[src/rtl/i2cs_pkg.sv]
package i2cs_pkg;
  localparam int PTR_W = 16;
  localparam int BYTE_W = 8;

  typedef enum logic [2:0] {
    ST_IDLE,
    ST_RX,
    ST_ACK,
    ST_TX,
    ST_TXACK,
    ST_WAIT
  } tgt_state_t;

  typedef enum logic [1:0] {
    K_ADDR,
    K_PTRH,
    K_PTRL,
    K_DATA
  } rx_kind_t;
endpackage

[src/rtl/i2cs_line_sync.sv]
module i2cs_line_sync #(
  parameter int SYNC_STAGES = 2
) (
  input  logic clk,
  input  logic rst_n,
  input  logic scl_i,
  input  logic sda_i,
  output logic scl_s,
  output logic sda_s,
  output logic scl_rise,
  output logic scl_fall,
  output logic start_det,
  output logic stop_det
);
  logic [SYNC_STAGES-1:0] scl_pipe;
  logic [SYNC_STAGES-1:0] sda_pipe;
  logic scl_q;
  logic sda_q;

  // bus idles high, so every stage resets to 1 to avoid a false edge
  for (genvar g = 0; g < SYNC_STAGES; g++) begin : g_stage
    always_ff @(posedge clk or negedge rst_n) begin
      if (!rst_n) begin
        scl_pipe[g] <= 1'b1;
        sda_pipe[g] <= 1'b1;
      end else if (g == 0) begin
        scl_pipe[g] <= scl_i;
        sda_pipe[g] <= sda_i;
      end else begin
        scl_pipe[g] <= scl_pipe[(g == 0) ? 0 : g-1];
        sda_pipe[g] <= sda_pipe[(g == 0) ? 0 : g-1];
      end
    end
  end

  assign scl_s = scl_pipe[SYNC_STAGES-1];
  assign sda_s = sda_pipe[SYNC_STAGES-1];

  always_ff @(posedge clk or negedge rst_n) begin
    if (!rst_n) begin
      scl_q <= 1'b1;
      sda_q <= 1'b1;
    end else begin
      scl_q <= scl_s;
      sda_q <= sda_s;
    end
  end

  always_comb begin
    scl_rise  = scl_s & ~scl_q;
    scl_fall  = ~scl_s & scl_q;
    start_det = scl_s & scl_q & sda_q & ~sda_s;
    stop_det  = scl_s & scl_q & ~sda_q & sda_s;
  end
endmodule

[src/rtl/i2cs_stage_buf.sv]
module i2cs_stage_buf #(
  parameter int DEPTH = 16,
  parameter int AW    = 16,
  localparam int CW   = $clog2(DEPTH + 1)
) (
  input  logic              clk,
  input  logic              rst_n,
  input  logic              clear,
  input  logic              commit,
  input  logic              push,
  input  logic [AW-1:0]     push_addr,
  input  logic [7:0]        push_data,
  output logic              wr_en,
  output logic [AW-1:0]     wr_base,
  output logic [CW-1:0]     wr_count,
  output logic [DEPTH*8-1:0] wr_data
);
  logic [CW-1:0] cnt_q, cnt_n;
  logic [AW-1:0] base_q, base_n;
  logic          wr_en_n;
  logic          room;

  assign room = (cnt_q < CW'(DEPTH));

  always_comb begin
    cnt_n   = cnt_q;
    base_n  = base_q;
    wr_en_n = 1'b0;
    if (clear) begin
      cnt_n = '0;
    end else if (commit) begin
      wr_en_n = (cnt_q != '0);
      cnt_n   = '0;
    end else if (push && room) begin
      cnt_n = cnt_q + CW'(1);
      if (cnt_q == '0) base_n = push_addr;
    end
  end

  always_ff @(posedge clk or negedge rst_n) begin
    if (!rst_n) begin
      cnt_q    <= '0;
      base_q   <= '0;
      wr_en    <= 1'b0;
      wr_base  <= '0;
      wr_count <= '0;
    end else begin
      cnt_q <= cnt_n;
      base_q <= base_n;
      wr_en <= wr_en_n;
      if (wr_en_n) begin
        wr_base  <= base_q;
        wr_count <= cnt_q;
      end
    end
  end

  for (genvar g = 0; g < DEPTH; g++) begin : g_ent
    logic [7:0] ent_q;
    logic       ent_ld;
    assign ent_ld = push && !clear && !commit && (cnt_q == CW'(g));
    always_ff @(posedge clk or negedge rst_n) begin
      if (!rst_n)      ent_q <= '0;
      else if (ent_ld) ent_q <= push_data;
    end
    assign wr_data[g*8 +: 8] = ent_q;
  end

  AST_COMMIT_AFTER_STOP: assert property (@(posedge clk) disable iff (!rst_n)
    wr_en |-> $past(commit));
  AST_COMMIT_SIZE: assert property (@(posedge clk) disable iff (!rst_n)
    wr_en |-> (wr_count != '0 && wr_count <= CW'(DEPTH)));
  AST_STAGE_BOUND: assert property (@(posedge clk) disable iff (!rst_n)
    cnt_q <= CW'(DEPTH));
  AST_START_DROPS: assert property (@(posedge clk) disable iff (!rst_n)
    clear |=> (cnt_q == '0));
endmodule

[src/rtl/i2cs_proto.sv]
module i2cs_proto
  import i2cs_pkg::*;
#(
  parameter logic [6:0] DEV_BASE = 7'h68
) (
  input  logic             clk,
  input  logic             rst_n,
  input  logic             scl_s,
  input  logic             scl_rise,
  input  logic             scl_fall,
  input  logic             sda_s,
  input  logic             start_det,
  input  logic             stop_det,
  input  logic [1:0]       addr_sel,
  input  logic [7:0]       rd_data,
  output logic             sda_oe,
  output logic [PTR_W-1:0] ptr,
  output logic             push,
  output logic [PTR_W-1:0] push_addr,
  output logic [7:0]       push_data
);
  tgt_state_t st_q, st_n;
  rx_kind_t   kind_q, kind_n;
  logic [3:0] bcnt_q, bcnt_n;
  logic [7:0] sh_q, sh_n;
  logic [PTR_W-1:0] ptr_q, ptr_n;
  logic       oe_q, oe_n;
  logic       hack_q, hack_n;
  logic [6:0] dev_addr;
  logic       byte_done;

  assign dev_addr  = DEV_BASE + {5'b0, addr_sel};
  assign byte_done = scl_fall && (bcnt_q == 4'd8);

  always_comb begin
    st_n   = st_q;
    kind_n = kind_q;
    bcnt_n = bcnt_q;
    sh_n   = sh_q;
    ptr_n  = ptr_q;
    oe_n   = oe_q;
    hack_n = hack_q;
    push   = 1'b0;
    if (start_det) begin
      st_n   = ST_RX;
      kind_n = K_ADDR;
      bcnt_n = '0;
      oe_n   = 1'b0;
    end else if (stop_det) begin
      st_n = ST_IDLE;
      oe_n = 1'b0;
    end else begin
      unique case (st_q)
        ST_RX: begin
          if (scl_rise && bcnt_q < 4'd8) begin
            sh_n   = {sh_q[6:0], sda_s};
            bcnt_n = bcnt_q + 4'd1;
          end
          if (byte_done) begin
            unique case (kind_q)
              K_ADDR: begin
                if (sh_q[7:1] == dev_addr) begin
                  st_n = ST_ACK;
                  oe_n = 1'b1;
                end else begin
                  st_n = ST_WAIT;
                end
              end
              K_PTRH: begin
                ptr_n = {sh_q, ptr_q[7:0]};
                st_n  = ST_ACK;
                oe_n  = 1'b1;
              end
              K_PTRL: begin
                ptr_n = {ptr_q[15:8], sh_q};
                st_n  = ST_ACK;
                oe_n  = 1'b1;
              end
              default: begin
                push  = 1'b1;
                ptr_n = ptr_q + PTR_W'(1);
                st_n  = ST_ACK;
                oe_n  = 1'b1;
              end
            endcase
          end
        end
        ST_ACK: begin
          if (scl_fall) begin
            bcnt_n = '0;
            if (kind_q == K_ADDR && sh_q[0]) begin
              st_n = ST_TX;
              sh_n = rd_data;
              oe_n = ~rd_data[7];
            end else begin
              st_n = ST_RX;
              oe_n = 1'b0;
              unique case (kind_q)
                K_ADDR:  kind_n = K_PTRH;
                K_PTRH:  kind_n = K_PTRL;
                default: kind_n = K_DATA;
              endcase
            end
          end
        end
        ST_TX: begin
          if (scl_rise) bcnt_n = bcnt_q + 4'd1;
          if (scl_fall) begin
            if (bcnt_q == 4'd8) begin
              oe_n  = 1'b0;
              st_n  = ST_TXACK;
              ptr_n = ptr_q + PTR_W'(1);
            end else begin
              sh_n = {sh_q[6:0], 1'b0};
              oe_n = ~sh_q[6];
            end
          end
        end
        ST_TXACK: begin
          if (scl_rise) hack_n = ~sda_s;
          if (scl_fall) begin
            if (hack_q) begin
              st_n   = ST_TX;
              bcnt_n = '0;
              sh_n   = rd_data;
              oe_n   = ~rd_data[7];
            end else begin
              st_n = ST_WAIT;
              oe_n = 1'b0;
            end
          end
        end
        default: ;
      endcase
    end
  end

  always_ff @(posedge clk or negedge rst_n) begin
    if (!rst_n) begin
      st_q   <= ST_IDLE;
      kind_q <= K_ADDR;
      bcnt_q <= '0;
      sh_q   <= '0;
      ptr_q  <= '0;
      oe_q   <= 1'b0;
      hack_q <= 1'b0;
    end else begin
      st_q   <= st_n;
      kind_q <= kind_n;
      bcnt_q <= bcnt_n;
      sh_q   <= sh_n;
      ptr_q  <= ptr_n;
      oe_q   <= oe_n;
      hack_q <= hack_n;
    end
  end

  assign sda_oe    = oe_q;
  assign ptr       = ptr_q;
  assign push_addr = ptr_q;
  assign push_data = sh_q;

  AST_DRIVE_WHILE_LOW: assert property (@(posedge clk) disable iff (!rst_n)
    $rose(oe_q) |-> !scl_s);
  AST_PUSH_ON_FALL: assert property (@(posedge clk) disable iff (!rst_n)
    push |-> scl_fall);
  AST_WAIT_RELEASED: assert property (@(posedge clk) disable iff (!rst_n)
    (st_q == ST_WAIT) |-> !oe_q);
endmodule

[src/rtl/i2c_regfile_target.sv]
module i2c_regfile_target #(
  parameter logic [6:0] DEV_BASE    = 7'h68,
  parameter int         STAGE_DEPTH = 16,
  parameter int         SYNC_STAGES = 2
) (
  input  logic                               clk,
  input  logic                               rst_n,
  input  logic                               scl_i,
  input  logic                               sda_i,
  output logic                               sda_oe,
  input  logic [1:0]                         addr_sel,
  output logic [15:0]                        rd_addr,
  input  logic [7:0]                         rd_data,
  output logic                               wr_en,
  output logic [15:0]                        wr_base,
  output logic [$clog2(STAGE_DEPTH+1)-1:0]   wr_count,
  output logic [STAGE_DEPTH*8-1:0]           wr_data
);
  logic [1:0] rst_pipe;
  logic       rst_int_n;
  logic       scl_s, sda_s, scl_rise, scl_fall, start_det, stop_det;
  logic       push;
  logic [15:0] push_addr;
  logic [7:0]  push_data;

  // asynchronous assertion, synchronous release
  always_ff @(posedge clk or negedge rst_n) begin
    if (!rst_n) rst_pipe <= '0;
    else        rst_pipe <= {rst_pipe[0], 1'b1};
  end
  assign rst_int_n = rst_pipe[1];

  i2cs_line_sync #(.SYNC_STAGES(SYNC_STAGES)) u_sync (
    .clk       (clk),
    .rst_n     (rst_int_n),
    .scl_i     (scl_i),
    .sda_i     (sda_i),
    .scl_s     (scl_s),
    .sda_s     (sda_s),
    .scl_rise  (scl_rise),
    .scl_fall  (scl_fall),
    .start_det (start_det),
    .stop_det  (stop_det)
  );

  i2cs_proto #(.DEV_BASE(DEV_BASE)) u_proto (
    .clk       (clk),
    .rst_n     (rst_int_n),
    .scl_s     (scl_s),
    .scl_rise  (scl_rise),
    .scl_fall  (scl_fall),
    .sda_s     (sda_s),
    .start_det (start_det),
    .stop_det  (stop_det),
    .addr_sel  (addr_sel),
    .rd_data   (rd_data),
    .sda_oe    (sda_oe),
    .ptr       (rd_addr),
    .push      (push),
    .push_addr (push_addr),
    .push_data (push_data)
  );

  i2cs_stage_buf #(.DEPTH(STAGE_DEPTH), .AW(16)) u_stage (
    .clk       (clk),
    .rst_n     (rst_int_n),
    .clear     (start_det),
    .commit    (stop_det),
    .push      (push),
    .push_addr (push_addr),
    .push_data (push_data),
    .wr_en     (wr_en),
    .wr_base   (wr_base),
    .wr_count  (wr_count),
    .wr_data   (wr_data)
  );

  AST_RESET_QUIET: assert property (@(posedge clk)
    !rst_int_n |-> (!sda_oe && !wr_en));
endmodule

[config.mk]
export PLATFORM = sky130hd
export DESIGN_NAME = i2c_regfile_target
export DESIGN_NICKNAME = d
export VERILOG_FILES = /design/src/rtl/i2cs_pkg.sv /design/src/rtl/i2cs_line_sync.sv /design/src/rtl/i2cs_stage_buf.sv /design/src/rtl/i2cs_proto.sv /design/src/rtl/i2c_regfile_target.sv
export SDC_FILE = /design/constraint.sdc
export NUM_CORES = 1
export LEC_CHECK = 0
export ABC_AREA = 1
export BUFFER_PORTS_ARGS = -buffer_cell sky130_fd_sc_hd__buf_2
export CORE_MARGIN = 2
export CORE_UTILIZATION = 55
export DETAILED_ROUTE_END_ITERATION = 7
export HOLD_SLACK_MARGIN = 0.08
export PLACE_DENSITY = 0.76
export SYNTH_ARGS = -nofsm -noshare
export SYNTH_HDL_FRONTEND = slang
export SYNTH_SLANG_ARGS = --single-unit
[constraint.sdc]
create_clock -name clk -period 15.6 [get_ports clk]
set_input_delay 2.34 -clock clk [delete_from_list [all_inputs] [get_ports clk]]
set_output_delay 2.34 -clock clk [all_outputs]
set_load 0.05 [all_outputs]
-- After elaboration in Yosys (flattened, before gate mapping)
Index checks and enable logic that the tools add are counted.
- flip-flop bits (word level): 214
- word-level logic and storage cells: 210
- input port bits: 14
- output and inout port bits: 167
- magnitude comparators: 2
- bitwise operators: 15
- reduce and logical (&&, ||, !) cells: 44
- mux-type cells: 61
- equality and inequality tests: 48
- add/sub/neg operators: 4
- operators with widths (kind ; count):
    two-way mux 8 bit ; 7
    two-way mux 16 bit ; 3
    one-hot mux 16 bit (3 select lines) ; 1
    == test 5 x 4 -> 1 bit (second input constant) ; 8
    one-hot mux 16 bit (2 select lines) ; 1
    one-hot mux 8 bit (4 select lines) ; 1
    two-way mux 3 bit ; 10
    two-way mux 4 bit ; 7
    logical AND 1 bit ; 22
    == test 5 x 3 -> 1 bit (second input constant) ; 4
    inequality test 4 x 3 -> 1 bit (second input constant) ; 5
    two-way mux 1 bit ; 18
    inequality test 2 x 1 -> 1 bit (second input constant) ; 9
    adder 16 x 1 -> 16 bit (second input constant) ; 1
    one-hot mux 4 bit (4 select lines) ; 1
    AND reduction 8 bit ; 2
    two-way mux 5 bit ; 3
    inequality test 3 x 2 -> 1 bit (second input constant) ; 5
    two-way mux 2 bit ; 6
    one-hot mux 3 bit (4 select lines) ; 1
    AND reduction 4 bit ; 3
    AND reduction 6 bit ; 2
    == test 5 x 2 -> 1 bit (second input constant) ; 2
    inequality test 2 bit (second input constant) ; 5
    other kinds (29) ; 47

-- Depth between registers and ports, before layout
- depth after elaboration: 11
- mapped depth: 12
- gate-level depth less buffers: 12

-- By module
Synthesis repeated with hierarchy kept, for this count alone.
- cells, all modules: 1208
- area, all modules: 9893.2 um^2
- by module, submodules not included (module ; instances ; area each (um^2) ; cells an instance ; seq. area each (um^2)):
    i2cs_stage_buf ; 1 ; 6862.8 ; 769 ; 4279.1
    i2cs_proto ; 1 ; 2777.7 ; 419 ; 875.8
    i2cs_line_sync ; 1 ; 198.9 ; 17 ; 157.7
    i2c_regfile_target ; 1 ; 53.8 ; 3 ; 50.0

-- Least setup slack after synthesis
OpenSTA, ideal clock, no wires.
- kind: input-to-reg
- start point: input port addr_sel[1]
- end point: register u_proto.st_q[0]
- cell stages on the path: 11
- required time: 15.480 ns
- arrival time: 2.895 ns
- path buffers: 0
- slack: 12.584 ns
- setup time: 0.120 ns
- cell sequence: inv_1 > nand2_1 > nand2_1 > nor2_1 > nand2_1 > nand2_1 > nand2_1 > nand2_1 > nand2_1 > nand2_1 > nand2_1
- word-level cells in the longest chain between the ends: 8
- ends and longest elaborated chain (what ; line ; RTL):
    start, declared ; i2c_regfile_target.sv:11 ; input logic [1:0] addr_sel,
    adder 6 x 3 -> 7 bit ; i2cs_proto.sv:32 ; assign dev_addr = DEV_BASE + {5'b0, addr_sel};
    == test 7 bit ; i2cs_proto.sv:62 ; if (sh_q[7:1] == dev_addr) begin
    two-way mux 3 bit ; i2cs_proto.sv:62 ;
    two-way mux 3 bit ; i2cs_proto.sv:60 ; unique case (kind_q)
    two-way mux 3 bit ; i2cs_proto.sv:59 ; if (byte_done) begin
    one-hot mux 3 bit (4 select lines) ; i2cs_proto.sv:53 ; unique case (st_q)
    two-way mux 3 bit ; i2cs_proto.sv:49 ; end else if (stop_det) begin
    two-way mux 3 bit ; i2cs_proto.sv:44 ; if (start_det) begin
    end signal, assigned ; i2cs_proto.sv:148 ; st_q <= st_n;
    end, declared ; i2cs_proto.sv:22 ; tgt_state_t st_q, st_n;
Every way passes these cells. The select of a mux whose other input is x is not followed.
A chain may end at the register's enable or synchronous reset.

-- Final worst setup path
- start point: register u_proto.ptr_q[7], in the netlist u_proto.ptr[7]
- end point: output port rd_addr[7]
- RTL lines (what ; line ; RTL):
    start, declared ; i2cs_proto.sv:26 ; logic [PTR_W-1:0] ptr_q, ptr_n;
    start signal, assigned ; i2cs_proto.sv:152 ; ptr_q <= ptr_n;
    end, declared ; i2c_regfile_target.sv:12 ; output logic [15:0] rd_addr,
No word-level cell between the ends.

==> summary.txt <==
STA
  • Slew Limit Fails: 0
  • Fmax: 0.2735 GHz
  • Fin crit share: a little under a quarter
  • Final Hold Slack: about 350 ps
  • Pin slew with the least headroom to its limit: about 960 ps
  • Relative slew margins: a little over a third
  • Fin crit period: between 3000 and 4000 ps
  • Endpoints failing setup: 0
  • Worst Skew: approximately 8.4 ps
  • Setup TNS: 0 ps
  • Final hold violation count: 0
  • Unrepaired setup endpoints after global routing: no

GRT
  • Total grt overflow: 0
  • Vias in the first global route: 7613
  • GRT Overall Usage: between 20% and 30%
  • First-pass GRT wire length: 39990 µm
  • Initial antenna violation count: 0
  • Largest net degree at the start of global routing: 78

Yosys
  • Largest family of logic cells by synthesized area: simple AND/OR/NAND/NOR gates
  • Post-synthesis mux area share: 0%
  • Simple-gate portion of the synthesized area: between 20% and 30%
  • Syn_area_per_cell: 8.521 µm²
  • Synth Area in Adders: under 10%
  • Synth unique cells: 37
  • Synthesized instance count: about 1100
  • Seq/Total Area, Yosys: a little under three fifths
  • #FFs+latches synth: 214
  • Yosys warns: 0
  • Syn nets: roughly 1200
  • Post-Synth XOR/XNOR Area: less than 1%
  • Cell Area, Synth: roughly 9600 µm²
  • Synth Area in Compound Gates: between 8 and 9%

Worst hold path
  • HP Class: reg2reg
  • Hold Path Origin: rst_pipe[0]$_DFF_PN0_

Final layout
  • Final instance area: 11340 µm²
  • Nets: around 1300
  • Fillers: approximately 1500
  • Cell Count, Final, Fillers Out: 1535
  • Area delta synth->final: 17.72%
  • Leading cell type in the layout, fill and taps excluded: nand2_1
  • Commonest non-fill, non-tap cells in the layout: nand2_1, dfrtp_1, buf_2
  • Area of the multi-input gates: 3757 µm²
  • Register area: 5366 µm²
  • Diode count: 0
  • Share of layout cells above drive strength 1: 21.30%

Floorplanning
  • Core Footprint: roughly 17000 µm²
  • Die X: 136.4 µm
  • Die Ht: between 100 and 150 µm
  • # IOs: 181
  • DIE AREA: 18600 µm²
  • Starting Density: 55.91%
  • Row cnt: 48

Critical path
  • Reg-to-reg startpoint: u_proto.bcnt_q[0]$_DFFE_PN0P_
  • Max incr delay on CP: between 400 and 500 ps
  • Worst Path Arrival: about 1300 ps
  • Crit Path Category: reg2out
  • Worst EP required: ~13000 ps
  • CP max FO: 7
  • CP Cell Sequence: buf_2
  • CP startpoint: u_proto.ptr[7]$_DFFE_PN0P_
  • Delay-heaviest family, CP: flip-flops
  • FF-to-FF setup slack: between 10000 and 15000 ps
  • CP Capture Type: output port
  • Crit start category: flop
  • Worst Path Buf+Inv: 1
  • CP max-delay cell: dfrtp_1

Power
  • PwrDens: approximately 160 nW/µm²
  • Total Power: 1.761 mW
  • Worst ir drop on vdd: ~0.095 mV
  • LEAKAGE: 6.374 nW

Placement
  • DP Area: 10610 µm²
  • Cells after DPL: roughly 1500
  • Post-DP HPWL: 17100 µm
  • Port Buffers: 180
  • Routability cong.: ~0.95

Clock network
  • Worst-Skew Late Latency: between 500 and 600 ps
  • CTS tree: yes
  • Htree depth: 1
  • CTS buffer count: 23
  • Setup bufs post-CTS: 0
  • Clock Pin Slew Worst Setup and Hold Paths: 60 ps
  • Post-CTS sizing: 0
  • CTS root buffer: clkbuf_16
  • Hold bufs inserted after CTS: 0
  • Clock buffer depth: 3
  • Clk sink count: around 210

Run
  • Maxcap violations: 0

Route
  • DRC Markers: 0
  • Vias per cell: ~5.3
  • Antenna-violating nets left: 0
  • Initial drt markers: 594
  • Wirelength per Cell: between 15 and 20 µm
  • DRT Wirelength: 24970 µm
  • Via count: ~8100
  • Drt first pass iters: 5

Outcome
  • Outcome: finished, final reports clean
==> power breakdown <==
group          switching (mW)  internal, mW  leakage (nW)
registers              0.0940         0.602          2.90
logic                   0.397         0.134          3.12
clock network           0.217         0.317         0.355
==> sequential cells by signal, indices dropped and copies added (netlist names), 2 cells and up <==
register and cells:
u_stage.cnt_q 5, u_stage.base_q 16, u_proto.kind_q 2, u_stage.g_ent.ent_q 128, u_stage.wr_count 5, u_proto.st_q 3
u_proto.bcnt_q 4, u_stage.wr_base 16, u_proto.ptr 16, u_proto.push_data 8, rst_pipe 2
==> Yosys cell counts, drive strengths merged <==
cell type	n	area, µm²
nand2	465	1803
dfrtp	208	5205
o21ai	136	733.2
inv	76	287.8
nor2	72	324.1
nand3	61	372.8
clkbuf	22	82.58
buf	19	141.4
a21oi	16	80.08
ha	13	162.7
nand4	12	75.07
nor4	7	87.58
dfstp	6	157.7
nor3	4	20.02
xor2	4	35.03
o22ai	2	12.51
xnor2	2	17.52
a22oi	1	7.510
clkinv	1	5.000
conb	1	3.750
nand3b	1	7.510
o211ai	1	7.510
o31ai	1	7.510
==> kinds of logic after synthesis <==
family / count (synthesis)
compound gates: 157
xor+xnor: 6
fa+ha+maj: 13
buf+inv: 118
flops: 214
other cells: 1
simple gates: 622
==> path summary, 6_finish.rpt <==
kind | cells past startpoint | end
setup / recovery | 1 | rd_addr[7]
hold / removal | 0 | rst_pipe[1]$_DFF_PN0_
setup reg to reg | 8 | u_stage.g_ent[4].ent_q[7]$_DFFE_PN0P_
hold reg to reg | 0 | rst_pipe[1]$_DFF_PN0_
max in group asynchronous | 1 | u_stage.g_ent[12].ent_q[3]$_DFFE_PN0P_
min in group asynchronous | 0 | u_stage.g_ent[3].ent_q[7]$_DFFE_PN0P_
==> metal layers <==
| layer | GRT usage [%] | vias to the layer above | wire length (µm) |
|---|---|---|---|
| met5 | 0 | - | 0 |
| met4 | 8.565 | 0 | 564 |
| met3 | 5.705 | 44 | 1895 |
| met2 | 42.69 | 288 | 11350 |
| met1 | 39.09 | 3837 | 11170 |
| li1 | - | 3945 | - |
==> metrics by stage <==
stage / worst slack (ps) / util, %
after floorplan: 9205 / -
after global placement: 12400 / 61.58
after detailed placement: 12380 / 61.58
after CTS: 11930 / 65.82
after global routing: 11910 / 65.82
final: 11940 / 65.82
==> layout make-up <==
cell class,instances,area share (%)
clock buffer,30,5.570
tap,225,2.482
clock inverter,8,0.8713
timing repair buffer,182,8.073
inverter,77,2.581
multi-input combinational,799,33.12
sequential,214,47.30
Note: power is estimated with default switching activity, not from simulation.
